File: config.mk
export PLATFORM = sky130hd
export DESIGN_NAME = irq_prio_ctrl
export DESIGN_NICKNAME = d
export VERILOG_FILES = /design/src/rtl/irq_prio_ctrl.sv
export SDC_FILE = /design/constraint.sdc
export NUM_CORES = 1
export LEC_CHECK = 0
export ABC_AREA = 1
export BUFFER_PORTS_ARGS = -buffer_cell sky130_fd_sc_hd__buf_2
export CELL_PAD_IN_SITES_DETAIL_PLACEMENT = 2
export CELL_PAD_IN_SITES_GLOBAL_PLACEMENT = 2
export CORE_MARGIN = 3
export CORE_UTILIZATION = 34
export CTS_BUF_LIST = sky130_fd_sc_hd__clkbuf_8
export CTS_CLUSTER_DIAMETER = 40
export CTS_CLUSTER_SIZE = 14
export DETAILED_ROUTE_END_ITERATION = 6
export PLACE_DENSITY = 0.95
export SLEW_MARGIN = 20
export SYNTH_ARGS = -nofsm -noshare
export SYNTH_HDL_FRONTEND = slang
export SYNTH_SLANG_ARGS = --single-unit
File: constraint.sdc
create_clock -name clk -period 3.6 [get_ports clk]
set_input_delay 0.72 -clock clk [delete_from_list [all_inputs] [get_ports clk]]
set_output_delay 0.72 -clock clk [all_outputs]
set_load 0.05 [all_outputs]
File: src/rtl/irq_prio_ctrl.sv
`timescale 1ns/1ps
module irq_prio_ctrl #(
  parameter int NUM_SRC = 16,
  parameter int VEC_W   = 32
) (
  input  logic             clk,
  input  logic             rst_n,
  input  logic [NUM_SRC-1:0] src_irq,
  input  logic             rst_req,
  input  logic             nmi_req,
  input  logic             reg_wen,
  input  logic [2:0]       reg_idx,
  input  logic [31:0]      reg_wdata,
  output logic [31:0]      reg_rdata,
  input  logic             ack,
  output logic             irq_valid,
  output logic [3:0]       irq_num,
  output logic [VEC_W-1:0] irq_vector
);
  localparam int LINES   = 16;
  localparam int SEL_W   = 5;
  localparam int FIELDS  = 6;
  localparam int MUX_W   = SEL_W * FIELDS;
  localparam int PKT_LSB = 5;
  localparam int BASE_LSB = PKT_LSB + 4;
  localparam logic [LINES-1:0] SW_MASK   = 16'hFFF0;
  localparam logic [LINES-1:0] EDGE_MASK = 16'hFFF3;
  localparam logic [LINES-1:0] IER_MASK  = 16'hFFF2;

  function automatic logic [MUX_W-1:0] mux_init(input int first);
    logic [MUX_W-1:0] v;
    v = '0;
    for (int i = 0; i < FIELDS; i++) v[SEL_W*i +: SEL_W] = SEL_W'(first + i);
    return v;
  endfunction

  logic                  gie;
  logic [LINES-1:0]      ier_q;
  logic [LINES-1:0]      flag_q;
  logic [VEC_W-1:BASE_LSB] base_q;
  logic [MUX_W-1:0]      mux_lo, mux_hi;
  logic [LINES-1:0]      line, line_q, rise;
  logic [31:0]           src_pad;
  logic [3:0]            top;
  logic                  has_pend, nonmask, ack_take;
  logic [LINES-1:0]      sw_set, sw_clr, ack_clr, flag_d;

  assign src_pad = 32'(src_irq);
  assign line[0] = rst_req;
  assign line[1] = nmi_req;
  assign line[3:2] = 2'b00;

  for (genvar k = 4; k < LINES; k++) begin : g_route
    logic [SEL_W-1:0] fld;
    if (k < 4 + FIELDS) begin : g_lo
      assign fld = mux_lo[SEL_W*(k-4) +: SEL_W];
    end else begin : g_hi
      assign fld = mux_hi[SEL_W*(k-4-FIELDS) +: SEL_W];
    end
    assign line[k] = src_pad[fld];
  end

  assign rise = line & ~line_q & EDGE_MASK;

  always_comb begin
    top = 4'd0;
    has_pend = 1'b0;
    for (int i = LINES-1; i >= 0; i--)
      if (flag_q[i]) begin
        top = 4'(i);
        has_pend = 1'b1;
      end
  end

  assign nonmask   = top < 4'd2;
  assign irq_valid = has_pend && (nonmask || (gie && ier_q[1] && ier_q[top]));
  assign irq_num   = top;
  assign irq_vector = (top == 4'd0) ? '0 : {base_q, top, {PKT_LSB{1'b0}}};

  assign ack_take = ack && irq_valid;
  assign ack_clr  = ack_take ? (16'd1 << top) : '0;
  assign sw_set   = (reg_wen && reg_idx == 3'd3) ? (reg_wdata[15:0] & SW_MASK) : '0;
  assign sw_clr   = (reg_wen && reg_idx == 3'd4) ? (reg_wdata[15:0] & SW_MASK) : '0;
  assign flag_d   = (flag_q & ~(sw_clr | ack_clr)) | sw_set | rise;

  always_ff @(posedge clk) begin
    if (!rst_n) begin
      gie    <= 1'b0;
      ier_q  <= '0;
      flag_q <= '0;
      base_q <= '0;
      mux_lo <= mux_init(0);
      mux_hi <= mux_init(FIELDS);
      line_q <= '0;
    end else begin
      line_q <= line;
      flag_q <= flag_d;
      if (ack_take && !nonmask) gie <= 1'b0;
      else if (reg_wen && reg_idx == 3'd0) gie <= reg_wdata[0];
      if (reg_wen && reg_idx == 3'd1) ier_q <= reg_wdata[15:0] & IER_MASK;
      if (reg_wen && reg_idx == 3'd5) base_q <= reg_wdata[VEC_W-1:BASE_LSB];
      if (reg_wen && reg_idx == 3'd6) mux_lo <= reg_wdata[MUX_W-1:0];
      if (reg_wen && reg_idx == 3'd7) mux_hi <= reg_wdata[MUX_W-1:0];
    end
  end

  always_comb begin
    case (reg_idx)
      3'd0:    reg_rdata = {31'd0, gie};
      3'd1:    reg_rdata = {16'd0, ier_q | 16'd1};
      3'd2:    reg_rdata = {16'd0, flag_q};
      3'd5:    reg_rdata = 32'({base_q, {BASE_LSB{1'b0}}});
      3'd6:    reg_rdata = 32'(mux_lo);
      3'd7:    reg_rdata = 32'(mux_hi);
      default: reg_rdata = 32'd0;
    endcase
  end


  edge_sets_flag_chk: assert property (@(posedge clk) disable iff (!rst_n)
    (rise != '0) |=> ((flag_q & $past(rise)) == $past(rise)));


  set_reg_chk: assert property (@(posedge clk) disable iff (!rst_n)
    (reg_wen && reg_idx == 3'd3) |=>
      ((flag_q & ($past(reg_wdata[15:0]) & SW_MASK)) == ($past(reg_wdata[15:0]) & SW_MASK)));


  maskable_gate_chk: assert property (@(posedge clk) disable iff (!rst_n)
    (irq_valid && irq_num >= 4'd4) |-> (gie && ier_q[1] && ier_q[irq_num]));


  highest_first_chk: assert property (@(posedge clk) disable iff (!rst_n)
    irq_valid |-> ((flag_q & ((16'd1 << irq_num) - 16'd1)) == '0));


  vector_align_chk: assert property (@(posedge clk) disable iff (!rst_n)
    irq_valid |-> (irq_vector[PKT_LSB-1:0] == '0 && (irq_num != 4'd0 || irq_vector == '0)));


  ack_drops_gie_chk: assert property (@(posedge clk) disable iff (!rst_n)
    (ack && irq_valid && irq_num >= 4'd4) |=> !gie);


  reset_wins_chk: assert property (@(posedge clk) disable iff (!rst_n)
    flag_q[0] |-> (irq_valid && irq_num == 4'd0));
endmodule

; ---- Yosys cells after proc, flatten, opt, wreduce, memory -nomap -nowiden
; Cells that the tools add are included.
; W data, S select, Z words.
[totals]
inputBits = 57
reg_bits = 129
[op_classes]
eq_ne = 7
shift = 1
n_mux = 63
bitwise_logic = 8
n_lt_le_gt_ge = 14
n_reduce_logical = 17
[ops]
columns = op, count
row1 = $pmux W32 S6, 1
row2 = $lt A5 B6 Y1 const B, 12
row3 = $mux W4, 16
row4 = $bmux W1 S5, 12
row5 = $mux W16, 3
row6 = $or A16 B16 Y16, 3
row7 = $and A16 B16 Y16, 2
row8 = $mux W32, 1
row9 = $not A16 Y16, 2
row10 = $mux W1, 29
row11 = $shl A1 B4 Y16 const A, 1
row12 = $eq A3 B3 Y1 const B, 4
row13 = $logic_and A1 B1 Y1, 12
row14 = $eq A3 B2 Y1 const B, 2
row15 = $lt A4 B5 Y1 const B, 1
row16 = $bmux W1 S4, 1
row17 = $logic_not A4 Y1, 1
row18 = $lt A4 B2 Y1 const B, 1
row19 = $eq A3 B1 Y1 const B, 1
row20 = $logic_not A3 Y1, 1
row21 = $reduce_or A2 Y1, 1
row22 = $logic_not A1 Y1, 1
row23 = $logic_or A1 B1 Y1, 1
row24 = $not A1 Y1, 1

; ---- Logic depth before layout (Yosys ltp)
; Gate-level depths: netlist (run 1).
[logic_depth]
word_depth = 28
depth_mapped = 28

; ---- Worst setup path after synthesis (run 1)
; OpenSTA, ideal clock, no wires.
[synth_timing]
path_kind = reg-to-output
start = register flag_q[11]
end = output irq_vector[11]
required_ps = 2880
stages_incl_launch_ff = 11
t_arrival_ps = 2464
slack_ps = 416
cell_sequence = dfxtp_1 > nor4_2 > nand2_1 > a21oi_4 > inv_2 > nand2_2 > nor2_1 > inv_2 > nor2_1 > buf_2 > nor2_1
[synth_between]
elab_chain_len = 14
[synth_rtl]
columns = item, line
row1 = start: declaration, 39  ; logic [LINES-1:0] flag_q;
row2 = start signal: assignment, 97  ; flag_q <= flag_d;
row3 = $mux W4 (12 in series), 69  ; if (flag_q[i]) begin
row4 = named net irq_num[2], 17  ; output logic [3:0] irq_num,
row5 = $logic_not A4 Y1, 78  ; assign irq_vector = (top == 4'd0) ? '0 : {base_q, top, {PKT_LSB{1'b0}}};
row6 = $mux W32, 78
row7 = end: declaration, 18  ; output logic [VEC_W-1:0] irq_vector
; The timed path passes the listed nets, and every way through them passes these cells.

; ---- Worst setup path in the final report (run 1)
[layout_timing]
start = register flag_q[15]
end = output irq_valid
[layout_between]
elab_chain_len = 21
elab_cells_between_ends = 38
cone_classes = 1 x order compare / 34 x mux / 3 x reduce/logical
[layout_rtl]
columns = item, line
row1 = $mux W4 (16 in series), 69
row2 = $bmux W1 S4, 76  ; assign irq_valid = has_pend && (nonmask || (gie && ier_q[1] && ier_q[top]));
row3 = $mux W1 (implied by the code), 76
row4 = $logic_and A1 B1 Y1, 76
row5 = $logic_or A1 B1 Y1, 76
row6 = $logic_and A1 B1 Y1 *, 76
row7 = end: declaration, 16  ; output logic irq_valid,
; Mark *: on every way between the ends. The rest lies on a longest branch, timed or not. The select of a mux whose other input is x is not followed.

==> out/results.ini, run 1 <==
[clock_tree]
clkSlewWorstSetupHoldPaths_ps = 80
clk_latency_ps = 500
cts_hold_buf = 0
clock_path_buffers = 2
numCtsBuffers = 17
h-tree-depth = 4
cts_root_buf = clkbuf_8
clkSinkCount = 127
cts_tree = built

[final_layout]
drive_above_1_share = 0.211
fillers = 2509
diodes = 0
fin_cells = 1534
area_growth_pct = 21.1
final_nets = 1303

[logic_synthesis]
ys_warn_count = 0
synth_commonest_cells = o21ai_0 (215), a21oi_1 (176), inv_1 (159)
synthTopCellsByArea = dfxtp_1 (34%), o21ai_0 (14%), a21oi_1 (12%)
synth.most_common_cell = o21ai_0
async_flop_share = 0
synth_ff_type = dfxtp_1
yosys.cell_types.count = 44
synth_top_area_share = 0.336
syn-cell-area_um2 = 7570
synth_seq_area_share = 0.336
ys_ff_latch = 127
synthCells = 1153
synth.avg_cell_area_um2 = 6.57
synth_edf_count = 0
synth_top_area_cell = dfxtp_1

[route]
first_pass_iters = 7
via_count = 10679
wl_per_cell_um = 34.9
via_per_inst = 6.96
post-route-drc-count = 0
routed_wl_um = 53600
ant_nets = 0
drt-initial-drc-count = 1462

[sta]
worst_slew_pin_slew_ps = 975
worst_slack_ps = -288
maxSlewHeadroom = 0.346
period_share = 1.08
finalCriticalPeriod_ps = 3890
fin_skew_ps = 28.6
slew_viol_final = 0
hold_viol = 0
setup_viol = 24
rsz0062_at_grt = yes
fmax_mhz = 257

[worst_setup_path]
crit_chain = or2_4 -> nand3_2 -> nand3_1 -> nand3_1 -> nand3_1 -> nand2_1 -> nand3_1 -> nand3_4 -> inv_4 -> nand4_1 -> nand3_2 -> nor2_2 -> nor2_2 -> nor2_2 -> nand2_2 -> a21boi_2 -> buf_6
critPathLaunchType = flip-flop
crit_path_end_kind = output port
critPathSlowestCell = dfxtp_4
cp.required_ps = 2880
timing_worst_setup_path_type = reg2out
arrival_ps = 3170
max_stage_delay_ps = 400
cp_max_fo = 7
crit_top_cell = nand3_1

[global_route]
antenna_found_initial = 3
grt_max_degree = 84
grt_pass1_wl_um = 72800
grt_usage = 0.395
grt-ovfl-total = 0
first_global_vias = 11079

[run]
drv_cap = 0

[outcome]
violations = setup timing
status = finished, violations left

[hold_path]
hp-class = in2reg

[floorplanning]
start_util = 0.353
io_pins = 126
core_um2 = 21500
dieWidth_um = 155
std_cell_rows = 53
die-height_um = 155
die-area_um2 = 24100

[power_and_ir_drop]
power_frac_comb = 0.330
sequentialPowerShare = 0.345
finalPower_w = 0.00462
power.switching_w = 0.00199
power.leakage_nw = 4.00
internal_power_w = 0.00263
p_per_area_nw_per_um2 = 503
ir_drop_mv = 0.225
p_sw_frac = 0.430
clkPwrFrac = 0.325

[placed_design]
place.port_buffers = 120
dp_hpwl_um = 27700
placed_cells = 1488
gp_congestion = 0.919

-- per-stage QoR --
step	hold slack [ps]	setup TNS, ps	utilization	setup WS, ps	area, um^2
floorplan	399	0	-	416	7590
finish	477	-4170	0.427	-288	9180
global route	490	-3730	0.427	-313	9180
global placement	401	0	0.387	522	8320
CTS	463	-105	0.414	-105	8900
detailed placement	423	0	0.387	369	8320
-- cells by family after synthesis --
group	share of synthesized area
AOI/OAI and AO/OA	0.356
and+or+nand+nor	0.171
buffers and inverters	0.135
DFF	0.336
muxes	0.00149
other	0.000495
-- worst paths after layout --
kind         slack [ps]  cells after the start         start         to
max                -290                     17    flag_q[15]  irq_valid
min                 480                      3  reg_wdata[7]  mux_hi[7]
max reg2reg         260                     20    flag_q[15]  flag_q[4]
min reg2reg         480                      2     flag_q[3]  flag_q[3]
-- final cells by class --
cell class | instances | area (um^2) | area share
repair buffers | 151 | 976 | 0.106
flip-flops and latches | 127 | 2550 | 0.278
multi-input cells | 773 | 4200 | 0.457
inverters | 176 | 672 | 0.0732
clock inverters | 12 | 160 | 0.0175
well taps | 275 | 344 | 0.0375
clock buffers | 20 | 275 | 0.0300
-- cells in the final DEF, fill, tap and decap left out, types with 2 or more instances in the layout --
| cell | n |
|---|---|
| o221ai_1 | 28 |
| inv_1 | 157 |
| a21o_1 | 4 |
| nand3_2 | 7 |
| clkbuf_16 | 2 |
| o21ai_0 | 215 |
| buf_12 | 2 |
| nor2_1 | 68 |
| dfxtp_1 | 124 |
| a21oi_2 | 10 |
| nand2_4 | 9 |
| conb_1 | 5 |
| nand2_2 | 12 |
| inv_4 | 2 |
| nor3_1 | 3 |
| a21oi_1 | 176 |
| a22oi_1 | 7 |
| nand2_1 | 86 |
| o22ai_1 | 14 |
| nor2_4 | 4 |
| inv_2 | 14 |
| nor4_1 | 2 |
| buf_4 | 45 |
| buf_2 | 96 |
| clkinv_2 | 3 |
| clkbuf_8 | 20 |
| dfxtp_4 | 2 |
| bufinv_16 | 3 |
| nand4_1 | 14 |
| o21ai_2 | 2 |
| o211ai_1 | 23 |
| nor2_2 | 6 |
| nand3_1 | 62 |
| clkinv_4 | 7 |
| buf_6 | 6 |
-- per-layer routing --
metal	wire length, um	vias to the layer above	GRT usage	part of all wire
li1	-	4126	-	-
met5	49	-	0	0.00091
met2	23400	999	0.644	0.44
met4	5160	6	0.273	0.096
met3	5810	416	0.0896	0.11
met1	19100	5132	0.461	0.36
-- power groups by stage --
stage | combinational, W | sequential, W | clock [W]
final | 0.00152 | 0.00159 | 0.00150
after global routing | 0.00155 | 0.00159 | 0.00154
after CTS | 0.00125 | 0.00157 | 0.00145
after detailed placement | 0.00111 | 0.00159 | 0
after global placement | 0.00105 | 0.00158 | 0
after floorplan | 0.000788 | 0.00155 | 0
-- worst max-delay path, delay by kind of cell, from the launching register on --
kind                   cells  cell delay [ps]
AOI/OAI and AO/OA          1              200
and+or+nand+nor           14             1790
buffers and inverters      2              280
DFF                        1              400
-- state kept, by name, indices dropped and copies added, names as in the netlist --
register  count
base_q       23
gie           1
mux_hi       30
flag_q       16
mux_lo       30
ier_q        13
line_q       14
-- repair_timing --
action | in CTS | in global routing
gates cloned | 1 | 2
pin swaps | 8 | 13
gates resized for setup | 29 | 76
setup endpoints to repair | 24 | 24
hold endpoints to repair | 0 | 0
buffers inserted | 5 | 6
Power figures use the tool's default switching activity.
==> run 2: changes to the inputs <==
- REMOVE_ABC_BUFFERS: unset -> 1
==> run 2 against run 1 <==
The run still ends with setup timing left. Combinational power down 3%. Clock power shrank 11%. Global-route usage decreased by 3.8 points. Largest cell class unchanged. Utilization down 0.11 points. Largest power group unchanged. Worst hold slack lost 35 ps. Register-to-register slack improved by 140 ps. Sequential share of layout area grew 0.059 points.
==> out/results.ini, run 2 (synthesis results as in run 1) <==
[worst_setup_path]
crit_path_end_kind = output port
max_stage_delay_ps = 380
reg2reg_slack_ps = 400
reg2reg_depth = 27
timing_worst_setup_path_type = reg2out
crit_chain = inv_4 -> nand2_2 -> nand2_2 -> nand2_2 -> nand2_2 -> nand2_1 -> nand2_1 -> nand2_1 -> nand2_1 -> nand2_1 -> nand2_1 -> nand2_1 -> nand2_1 -> nand2_2 -> nand2_8 -> nand2_8 -> nor2_4 -> inv_2 -> o21ai_2 -> nor2_2 -> nor2_2 -> nand2_2 -> a21boi_2 -> buf_6
critPathSlowestCell = dfxtp_4
cp.required_ps = 2880
critPathLaunchType = flip-flop
cp_max_fo = 6
arrival_ps = 3070
rr_startpoint = flag_q[14]
crit_top_cell = nand2_1
worstReg2RegEnd = flag_q[13]

[floorplanning]
io_pins = 126
core_um2 = 21500
die-area_um2 = 24100
start_util = 0.353
std_cell_rows = 53
die-height_um = 155
dieWidth_um = 155

[clock_tree]
h-tree-depth = 4
clkSinkCount = 127
numCtsBuffers = 17
cts_root_buf = clkbuf_8
clkSlewWorstSetupHoldPaths_ps = 90
cts_tree = built
clock_path_buffers = 2
clk_latency_ps = 510
cts_hold_buf = 0

[final_layout]
top_regs = mux_hi x30, mux_lo x30, base_q x23
drive_above_1_share = 0.216
area_growth_pct = 20.8
final_nets = 1302
layout_commonest_cell = o21ai_0
layout_common_cells = o21ai_0 (215), a21oi_1 (176), inv_1 (159)
fillers = 2534
diodes = 0

[sta]
hold_viol = 0
whs_ps = 442
fmax_mhz = 264
slew_viol_final = 0
rsz0062_at_grt = yes
worst_slack_ps = -189
finalCriticalPeriod_ps = 3790
worst_slew_pin_slew_ps = 1080
period_share = 1.05
setup_viol = 24
maxSlewHeadroom = 0.278
tns_ps = -1710
fin_skew_ps = 22.1

[hold_path]
holdPathStages = 3
hold_end = line_q[0]
hp-start = rst_req
hp-class = in2reg

[route]
first_pass_iters = 6
via_count = 10164
ant_nets = 0
post-route-drc-count = 0
drt-initial-drc-count = 1197
via_per_inst = 6.63
wl_per_cell_um = 30.7
routed_wl_um = 47100

[global_route]
grt_max_degree = 84
grt_pass1_wl_um = 66300
grt_use_met3 = 0.0715
first_global_vias = 10560
antenna_found_initial = 0
met2_usage = 0.595
met1_usage = 0.425
grt-ovfl-total = 0
grt_busiest_layer = met2
grt_usage = 0.357

[power_and_ir_drop]
p_per_area_nw_per_um2 = 481
power.leakage_nw = 3.97
ir_drop_mv = 0.214

[outcome]
status = finished, violations left
violations = setup timing

[placed_design]
gp_congestion = 0.856
place.port_buffers = 120
dp_hpwl_um = 26600

[run]
drv_cap = 0

-- run 2: cell count changes in the layout (fill, tap and decap cells not counted), sizes merged --
cell	before	now
inv	173	177
clkbuf	22	20
clkinv	11	7
clkinvlp	1	2
bufinv	3	2
-- run 2: cell type report --
class / instances / area, um^2 / share of cell area
Clock buffer: 19 / 262 / 0.0286
Timing Repair Buffer: 150 / 1000 / 0.110
Tap cell: 275 / 344 / 0.0376
Multi-Input combinational cell: 773 / 4200 / 0.459
Sequential cell: 127 / 2550 / 0.279
Clock inverter: 12 / 120 / 0.0131
Inverter: 176 / 674 / 0.0737
-- run 2: power by group --
group          switching [W]  leakage [nW]  internal [W]
combinational        0.00108          2.73      0.000404
clock               0.000701         0.200      0.000640
sequential         0.0000963          1.04       0.00148
-- run 2: per-stage QoR --
step | worst slack (ps) | utilization | total power (W) | std cells | area [um^2]
after floorplan | -206 | - | 0.00227 | 1075 | 7230
after global placement | 564 | 0.387 | 0.00262 | 1486 | 8310
after detailed placement | 439 | 0.387 | 0.00269 | 1486 | 8310
after CTS | -34.2 | 0.412 | 0.00412 | 1526 | 8850
after global routing | -359 | 0.426 | 0.00451 | 1532 | 9150
final | -189 | 0.426 | 0.00440 | 1532 | 9150
-- run 2: routing by layer --
metal	part of all wire	up-vias
met4	0.064	0
met5	0	-
met2	0.47	768
met1	0.38	5019
li1	-	4125
met3	0.088	252
-- run 2: how the worst max path moves through the flow --
stage,from,endpoint,slack [ps],cells past startpoint
floorplan,reg_idx[2],mux_hi[0],-210,7
global placement,flag_q[14],irq_valid,560,24
detailed placement,flag_q[14],irq_valid,440,24
CTS,flag_q[14],irq_valid,-30,24
global route,flag_q[14],irq_valid,-360,24
finish,flag_q[14],irq_valid,-190,24
-- run 2: repair_timing --
action                     4_1_cts  5_1_grt
gates cloned                     1        2
buffers inserted                 8        4
pin swaps                        4        7
setup endpoints to repair       24       24
gates resized for setup         26       91
-- run 2: critical path: cells and delay by family, from the launching register on --
| family | cells | cell delay (ps) |
|---|---|---|
| AND/OR/NAND/NOR | 19 | 1520 |
| buffers and inverters | 3 | 320 |
| flip-flops | 1 | 380 |
| AO/OA/AOI/OAI | 2 | 320 |
